--- src/rtl/alu16_pkg.sv ---
package alu16_pkg;

    typedef enum logic [3:0] {
        FN_ADD  = 4'h0,
        FN_SUB  = 4'h1,
        FN_EQ   = 4'h4,
        FN_LT   = 4'h5,
        FN_LE   = 4'h6,
        FN_AND  = 4'h8,
        FN_OR   = 4'h9,
        FN_XOR  = 4'hA,
        FN_PASS = 4'hB,
        FN_SHL  = 4'hC,
        FN_SHR  = 4'hD,
        FN_SRA  = 4'hE
    } alu_fn_e;

    typedef enum logic [1:0] {
        LG_AND  = 2'd0,
        LG_OR   = 2'd1,
        LG_XOR  = 2'd2,
        LG_PASS = 2'd3
    } logic_op_e;

endpackage

--- src/rtl/alu16_addsub.sv ---
module alu16_addsub #(
    parameter int WIDTH = 16
) (
    input  logic [WIDTH-1:0] a,
    input  logic [WIDTH-1:0] b,
    input  logic             sub,
    output logic [WIDTH-1:0] sum,
    output logic             lt_signed,
    output logic             is_zero
);
    logic [WIDTH-1:0] b_eff;
    logic             ovf;

    always_comb begin
        b_eff     = sub ? ~b : b;
        sum       = a + b_eff + {{(WIDTH-1){1'b0}}, sub};
        // Signed overflow: both addends share a sign and the sum's sign differs.
        ovf       = (a[WIDTH-1] == b_eff[WIDTH-1]) && (sum[WIDTH-1] != a[WIDTH-1]);
        lt_signed = sum[WIDTH-1] ^ ovf;
        is_zero   = ~|sum;
    end
endmodule

--- src/rtl/alu16_logic.sv ---
module alu16_logic
    import alu16_pkg::*;
#(
    parameter int WIDTH = 16
) (
    input  logic [WIDTH-1:0] a,
    input  logic [WIDTH-1:0] b,
    input  logic_op_e        op,
    output logic [WIDTH-1:0] y
);
    always_comb begin
        unique case (op)
            LG_AND:  y = a & b;
            LG_OR:   y = a | b;
            LG_XOR:  y = a ^ b;
            LG_PASS: y = b;
            default: y = '0;
        endcase
    end
endmodule

--- src/rtl/alu16_shift.sv ---
module alu16_shift #(
    parameter int WIDTH = 16,
    localparam int SHW  = $clog2(WIDTH)
) (
    input  logic [WIDTH-1:0] a,
    input  logic [SHW-1:0]   amt,
    input  logic             left,
    input  logic             arith,
    output logic [WIDTH-1:0] y
);
    logic [WIDTH-1:0] a_rev;
    logic [WIDTH-1:0] out_rev;
    logic [WIDTH-1:0] stg [0:SHW];
    logic             fill;

    // A left shift is done as a right shift of the bit-reversed word.
    for (genvar i = 0; i < WIDTH; i++) begin : g_rev
        assign a_rev[i]   = a[WIDTH-1-i];
        assign out_rev[i] = stg[SHW][WIDTH-1-i];
    end

    assign fill   = arith & ~left & a[WIDTH-1];
    assign stg[0] = left ? a_rev : a;

    // One stage per bit of the shift amount; stage k moves the word by 2**k places.
    for (genvar k = 0; k < SHW; k++) begin : g_stage
        assign stg[k+1] = amt[k] ? {{(2**k){fill}}, stg[k][WIDTH-1:(2**k)]}
                                 : stg[k];
    end

    assign y = left ? out_rev : stg[SHW];
endmodule

--- src/rtl/alu16.sv ---
module alu16
    import alu16_pkg::*;
#(
    parameter int WIDTH = 16,
    localparam int SHW  = $clog2(WIDTH)
) (
    input  logic [WIDTH-1:0] op_a,
    input  logic [WIDTH-1:0] op_b,
    input  logic [3:0]       fn_sel,
    output logic [WIDTH-1:0] result
);
    logic [WIDTH-1:0] as_sum;
    logic             as_lt;
    logic             as_zero;
    logic [WIDTH-1:0] lg_y;
    logic [WIDTH-1:0] sh_y;
    logic_op_e        lg_op;
    logic             is_sub;

    assign is_sub = (fn_sel != FN_ADD);
    assign lg_op  = logic_op_e'(fn_sel[1:0]);

    alu16_addsub #(.WIDTH(WIDTH)) u_addsub (
        .a(op_a), .b(op_b), .sub(is_sub),
        .sum(as_sum), .lt_signed(as_lt), .is_zero(as_zero)
    );

    alu16_logic #(.WIDTH(WIDTH)) u_logic (
        .a(op_a), .b(op_b), .op(lg_op), .y(lg_y)
    );

    alu16_shift #(.WIDTH(WIDTH)) u_shift (
        .a(op_a), .amt(op_b[SHW-1:0]),
        .left(fn_sel == FN_SHL), .arith(fn_sel == FN_SRA),
        .y(sh_y)
    );

    always_comb begin
        case (fn_sel)
            FN_ADD, FN_SUB:                  result = as_sum;
            FN_EQ:                           result = {{(WIDTH-1){1'b0}}, as_zero};
            FN_LT:                           result = {{(WIDTH-1){1'b0}}, as_lt};
            FN_LE:                           result = {{(WIDTH-1){1'b0}}, as_lt | as_zero};
            FN_AND, FN_OR, FN_XOR, FN_PASS:  result = lg_y;
            FN_SHL, FN_SHR, FN_SRA:          result = sh_y;
            default:                         result = '0;
        endcase
    end

    always_comb begin

        if (fn_sel == FN_SUB)
            sub_inverts_add_chk: assert (result + op_b == op_a);

        if (fn_sel == FN_EQ)
            eq_matches_operands_chk: assert (result == {{(WIDTH-1){1'b0}}, op_a == op_b});

        if (fn_sel == FN_PASS)
            pass_b_chk: assert (result == op_b);

        if (fn_sel == FN_SHL && op_b[SHW-1:0] != '0)
            shl_low_zero_chk: assert (result[0] == 1'b0);

        if (fn_sel == FN_SRA)
            sra_sign_kept_chk: assert (result[WIDTH-1] == op_a[WIDTH-1]);

        if (fn_sel == 4'h2 || fn_sel == 4'h3 || fn_sel == 4'h7 || fn_sel == 4'hF)
            unused_zero_chk: assert (result == '0);
    end
endmodule

--- config.mk ---
export PLATFORM = sky130hd
export DESIGN_NAME = alu16
export DESIGN_NICKNAME = d
export VERILOG_FILES = /design/src/rtl/alu16_pkg.sv /design/src/rtl/alu16_addsub.sv /design/src/rtl/alu16_logic.sv /design/src/rtl/alu16_shift.sv /design/src/rtl/alu16.sv
export SDC_FILE = /design/constraint.sdc
export NUM_CORES = 1
export LEC_CHECK = 0
export BUFFER_PORTS_ARGS = -buffer_cell sky130_fd_sc_hd__clkbuf_2
export CAP_MARGIN = 20
export CORE_AREA = 2 2 86 88
export DETAILED_ROUTE_END_ITERATION = 10
export DIE_AREA = 0 0 88 90
export PLACE_DENSITY = 0.75
export SETUP_SLACK_MARGIN = 0.5
export SYNTH_ARGS = -nofsm -noshare
export SYNTH_HDL_FRONTEND = slang
export SYNTH_SLANG_ARGS = --single-unit
--- constraint.sdc ---
create_clock -name vclk -period 6.4
set_input_delay 0.64 -clock vclk [all_inputs]
set_output_delay 0.64 -clock vclk [all_outputs]
set_load 0.05 [all_outputs]
==> results of run 1 <==
[worst paths after layout]
check	startpoint	depth (start not counted)	to	slack (ps)
max	fn_sel[2]	20	result[0]	680
min	fn_sel[3]	4	result[7]	1880
[where the power goes]
part,internal (uW),switching (uW)
clock network,0,0
registers,0,0
logic,147,243
total,147,243
[metrics by stage]
step	worst slack (ps)	std cells	hold slack [ps]	utilization, %
after global placement	577.8	564	1868	52.43
final	675.5	573	1881	53.95
after detailed placement	535.2	564	1874	52.43
after CTS	525.9	564	1877	52.43
after floorplan	539.1	439	1741	-
after global routing	400.3	573	1906	53.95
[final cells by class]
class / count / area, um^2
Fill cell: 672 / 3233
Multi-Input combinational cell: 368 / 3112
Timing Repair Buffer: 65 / 397.9
Inverter: 41 / 153.9
Tap cell: 99 / 123.9
[critical path, stage by stage]
cell	delay, ps
clkbuf_2	200
nor4_4	320
buf_12	200
xnor2_1	90
ha_1	310
a31oi_1	90
o221a_2	370
a211oi_4	300
a211o_1	220
a21o_1	140
a21oi_1	90
fa_1	500
nor2b_1	130
nand4_1	140
nor4b_2	280
nand3_1	100
nor4b_1	270
nand4_1	180
o41ai_4	310
buf_12	180
[layer usage]
layer	up-vias	share of wire [%]	GRT usage [%]
li1	1690	-	-
met1	1693	41	35.84
met2	186	47	42.42
met4	0	3.3	6.795
met5	-	0	0
met3	31	8.5	3.581
[kinds of logic (layout without fill, tap and decap cells)]
group	count (synthesis)	count (layout)
fa+ha+maj	49	49
simple gates	109	109
xor+xnor	30	30
mux	63	63
compound gates	117	117
buf+inv	71	106
[repair_timing]
action	in CTS	in global routing
gates resized for setup	0	5
setup endpoints to repair	0	1
buffers inserted	0	9
[placed cells by master, fill, tap and decap left out, drive strengths merged, types with 23 or more instances in the layout]
cell type   n
a21oi      36
inv        40
ha         47
mux2i      39
clkbuf     51
mux4       23
nor2       31
nand2      42
o21ai      27
xnor2      24
==> impl_metrics.env, run 1 <==
export IMPL_status="finished clean"
export IMPL_cp_max_fo=13
export IMPL_rsz0062_at_grt="no"
export IMPL_area_growth_pct=12.15
export IMPL_antenna_found_initial=0
export IMPL_syn_avg_cell_area_um2=7.692
export IMPL_synth_xor_xnor_area_share_pct=7.781
export IMPL_drv_cap=0
export IMPL_power_per_cell_area_mw_per_mm2=102.9
export IMPL_synthMuxAreaShare_pct=27.23
export IMPL_clkbuf_count=0
export IMPL_num_antenna_cells=0
export IMPL_start_util_pct=48.10
export IMPL_post_dp_cell_area_mm2=0.003681
export IMPL_timing_fmax_ghz=0.1747
export IMPL_cp_end_kind="output pin"
export IMPL_coreArea_mm2=0.007020
export IMPL_io_buffers=52
export IMPL_drt_wl_total_mm=10.56
export IMPL_tightest_slew_ps=896.4
export IMPL_peakVddDrop_mv=0.03684
export IMPL_drtIter0Drc=356
export IMPL_drc=0
export IMPL_setup_tns_ps=0
export IMPL_grt_first_pass_wirelength_mm=16.62
export IMPL_drv_slew=0
export IMPL_design_seq_count=0
export IMPL_critical_path_class="in2out"
export IMPL_fin_crit_sh_pct=89.44
export IMPL_cts_hold_buffers=0
export IMPL_synth_compound_area_share_pct=22.27
export IMPL_final_antenna_net_count=0
export IMPL_hold_path_class="in2out"
export IMPL_worst_setup_path_start_kind="input pin"
export IMPL_dieArea_mm2=0.007920
export IMPL_fin_crit_ps=5724
export IMPL_synth_net_count=524
export IMPL_synth_seq_area_share_pct=0
export IMPL_power_uw=389.9
export IMPL_grt_usage_pct=26.04
export IMPL_required_ps=5760
export IMPL_fin_nets=561
export IMPL_die_width_um=88
export IMPL_final_cell_area_mm2=0.003787
export IMPL_drtPass1Iterations=5
export IMPL_vias=3600
export IMPL_synth_adder_area_share_pct=18.60
export IMPL_grt_max_degree=53
export IMPL_grt_pass1_vias=3225
export IMPL_seqCellArea_um2=0
export IMPL_leakage_uw=0.001756
export IMPL_io_pin_count=52
export IMPL_dpl_hpwl_mm=8.149
export IMPL_place_congestion=0.9684
export IMPL_critPathArrivalTime_ps=5080
export IMPL_ys_warn_count=0
export IMPL_postSynthCellCount=439
export IMPL_synth_distinct_cells=56
export IMPL_synth_area_leader_cell="ha_1"
export IMPL_finalHoldViolations=0
export IMPL_max_slew_margin_pct=40.24
export IMPL_finalSetupViolations=0
export IMPL_ys_top_cells_by_count="ha_1, nand2_1, inv_1"
export IMPL_gr_total_overflow=0
export IMPL_wl_per_cell_um=18.43
export IMPL_die_y_um=90
export IMPL_yosys_area_share_simple_pct=15.15
export IMPL_row_count=31
export IMPL_synth_area_mm2=0.003377
export IMPL_vias_per_cell=6.283
export IMPL_synthTopCellsByArea="ha_1, mux4_2, mux2i_1"
export IMPL_synth_top_family_by_area="multiplexers"
export IMPL_synth_top_area_share_pct=17.41
export IMPL_drive_gt1_share_pct=20.68
export IMPL_yosysMostFrequentCell="ha_1"
(Power assumes the default switching activity.)
==> run 2: changes to the inputs <==
--- a/config.mk
+++ b/config.mk
@@ -10,7 +10,7 @@
 export CORE_AREA = 2 2 86 88
 export DETAILED_ROUTE_END_ITERATION = 10
 export DIE_AREA = 0 0 88 90
-export PLACE_DENSITY = 0.75
+export PLACE_DENSITY = 0.77
 export SETUP_SLACK_MARGIN = 0.5
 export SYNTH_ARGS = -nofsm -noshare
 export SYNTH_HDL_FRONTEND = slang
==> constraint.sdc (replaced) <==
create_clock -name vclk -period 5.2
set_input_delay 0.52 -clock vclk [all_inputs]
set_output_delay 0.52 -clock vclk [all_outputs]
set_load 0.05 [all_outputs]
==> impl_metrics.env, run 2 (same netlist as run 1, synthesis figures left out) <==
export IMPL_vias=3623
export IMPL_drv_cap=0
export IMPL_place_congestion=0.9872
export IMPL_final_cell_area_mm2=0.003980
export IMPL_io_buffers=52
export IMPL_hp_start="fn_sel[3]"
export IMPL_fin_cells=594
export IMPL_grt_usage_pct=27.62
export IMPL_tightest_slew_ps=681.7
export IMPL_leakage_uw=0.001872
export IMPL_crit_path_start="fn_sel[3]"
export IMPL_multiInputGateArea_mm2=0.003149
export IMPL_final_common_cell="clkbuf_2"
export IMPL_gr_total_overflow=0
export IMPL_final_antenna_net_count=0
export IMPL_design_seq_count=0
export IMPL_coreArea_mm2=0.007020
export IMPL_grt_util_met3_pct=2.847
export IMPL_seqCellArea_um2=0
export IMPL_grt_pass1_vias=3438
export IMPL_fin_util_pct=56.69
export IMPL_dpl_hpwl_mm=8.771
export IMPL_drive_gt1_share_pct=25.05
export IMPL_hold_path_class="in2out"
export IMPL_die_width_um=88
export IMPL_grt_first_pass_wirelength_mm=17.49
export IMPL_cp_end_kind="output pin"
export IMPL_use_met2_pct=45.83
export IMPL_max_slew_margin_pct=54.20
export IMPL_finalSetupViolations=1
export IMPL_wl_per_cell_um=18.38
export IMPL_vias_per_cell=6.099
export IMPL_grt_max_degree=53
export IMPL_clkbuf_count=0
export IMPL_num_antenna_cells=0
export IMPL_rsz0062_at_grt="yes"
export IMPL_dp_cells=591
export IMPL_peakVddDrop_mv=0.07258
export IMPL_critical_path_class="in2out"
export IMPL_final_cell_mix="clkbuf_2, ha_1, nand2_1"
export IMPL_dp_slack_ps=-140.3
export IMPL_drtPass1Iterations=5
export IMPL_setup_ws_ps=-17.17
export IMPL_power_per_cell_area_mw_per_mm2=127.6
export IMPL_antenna_found_initial=0
export IMPL_start_util_pct=48.10
export IMPL_n_fill_cell=668
export IMPL_required_ps=4680
export IMPL_drt_wl_total_mm=10.92
export IMPL_fin_nets=582
export IMPL_timing_fmax_ghz=0.1917
export IMPL_io_pin_count=52
export IMPL_post_dp_cell_area_mm2=0.003935
export IMPL_finalHoldViolations=0
export IMPL_worst_setup_path_start_kind="input pin"
export IMPL_cp_max_fo=4
export IMPL_area_growth_pct=17.86
export IMPL_dieArea_mm2=0.007920
export IMPL_critPathArrivalTime_ps=4700
export IMPL_busiest_layer="met2"
export IMPL_drtIter0Drc=261
export IMPL_drv_slew=0
export IMPL_status="complete, but fails checks"
export IMPL_die_y_um=90
export IMPL_fin_crit_ps=5217
export IMPL_violations="negative setup slack"
export IMPL_fin_crit_sh_pct=100.3
export IMPL_drc=0
export IMPL_row_count=31
export IMPL_met1_usage_pct=37.37
[run 2: changes by cell type in the layout (fill, tap and decap cells not counted), sizes merged]
cell / change
buf: +22
clkbuf: -1
[run 2: final timing paths]
path | to | slack, ps | depth (start not counted)
worst max-delay path | result[0] | -20 | 21
worst min-delay path | result[7] | 1720 | 5
[run 2: worst max-delay path, cell delays in order]
cell	delay (ps)
clkbuf_2	110
nor4_4	270
buf_4	190
buf_4	110
xnor2_1	70
ha_1	300
a31oi_1	120
o221a_4	290
a211oi_4	250
a211o_1	190
a21o_1	120
a21oi_1	70
fa_1	530
nor2b_4	140
nand4_1	110
nor4b_2	240
nand3_1	120
nor4b_2	270
nand4_1	180
o41ai_4	290
buf_12	180
[run 2: what timing repair did]
item,CTS,global route
gates resized for setup,2,3
hold buffers,0,0
hold endpoints to repair,0,0
pin swaps,4,0
setup endpoints to repair,1,1
buffers inserted,3,0
gates cloned,0,0
[run 2: layout make-up]
| class | instances | share of cell area, % |
|---|---|---|
| repair buffers | 86 | 13.89 |
| multi-input cells | 368 | 79.13 |
| inverters | 41 | 3.867 |
| well taps | 99 | 3.112 |
[run 2: through the flow]
| stage | total power (uW) | TNS (ps) | hold WS [ps] |
|---|---|---|---|
| 5_1_grt | 548.1 | -252.6 | 1750 |
| 4_1_cts | 498.8 | 0 | 1709 |
| 2_1_floorplan | 347.2 | -220.7 | 1501 |
| 3_5_place_dp | 493.4 | -140.3 | 1703 |
| 6_report | 507.8 | -17.17 | 1723 |
| 3_3_place_gp | 484.7 | -27.43 | 1716 |
[run 2: power by group]
| part | leakage, uW | internal (uW) | switching [uW] |
|---|---|---|---|
| sequential | 0 | 0 | 0 |
| clock | 0 | 0 | 0 |
| combinational | 0.00187 | 203 | 305 |
| total | 0.00187 | 203 | 305 |
[run 2: per-layer routing]
layer	vias up	routed length (um)	part of all wire, %
li1	1732	-	-
met1	1714	4573	42
met2	152	5267	48
met3	25	717	6.6
met4	0	359	3.3
met5	-	0	0
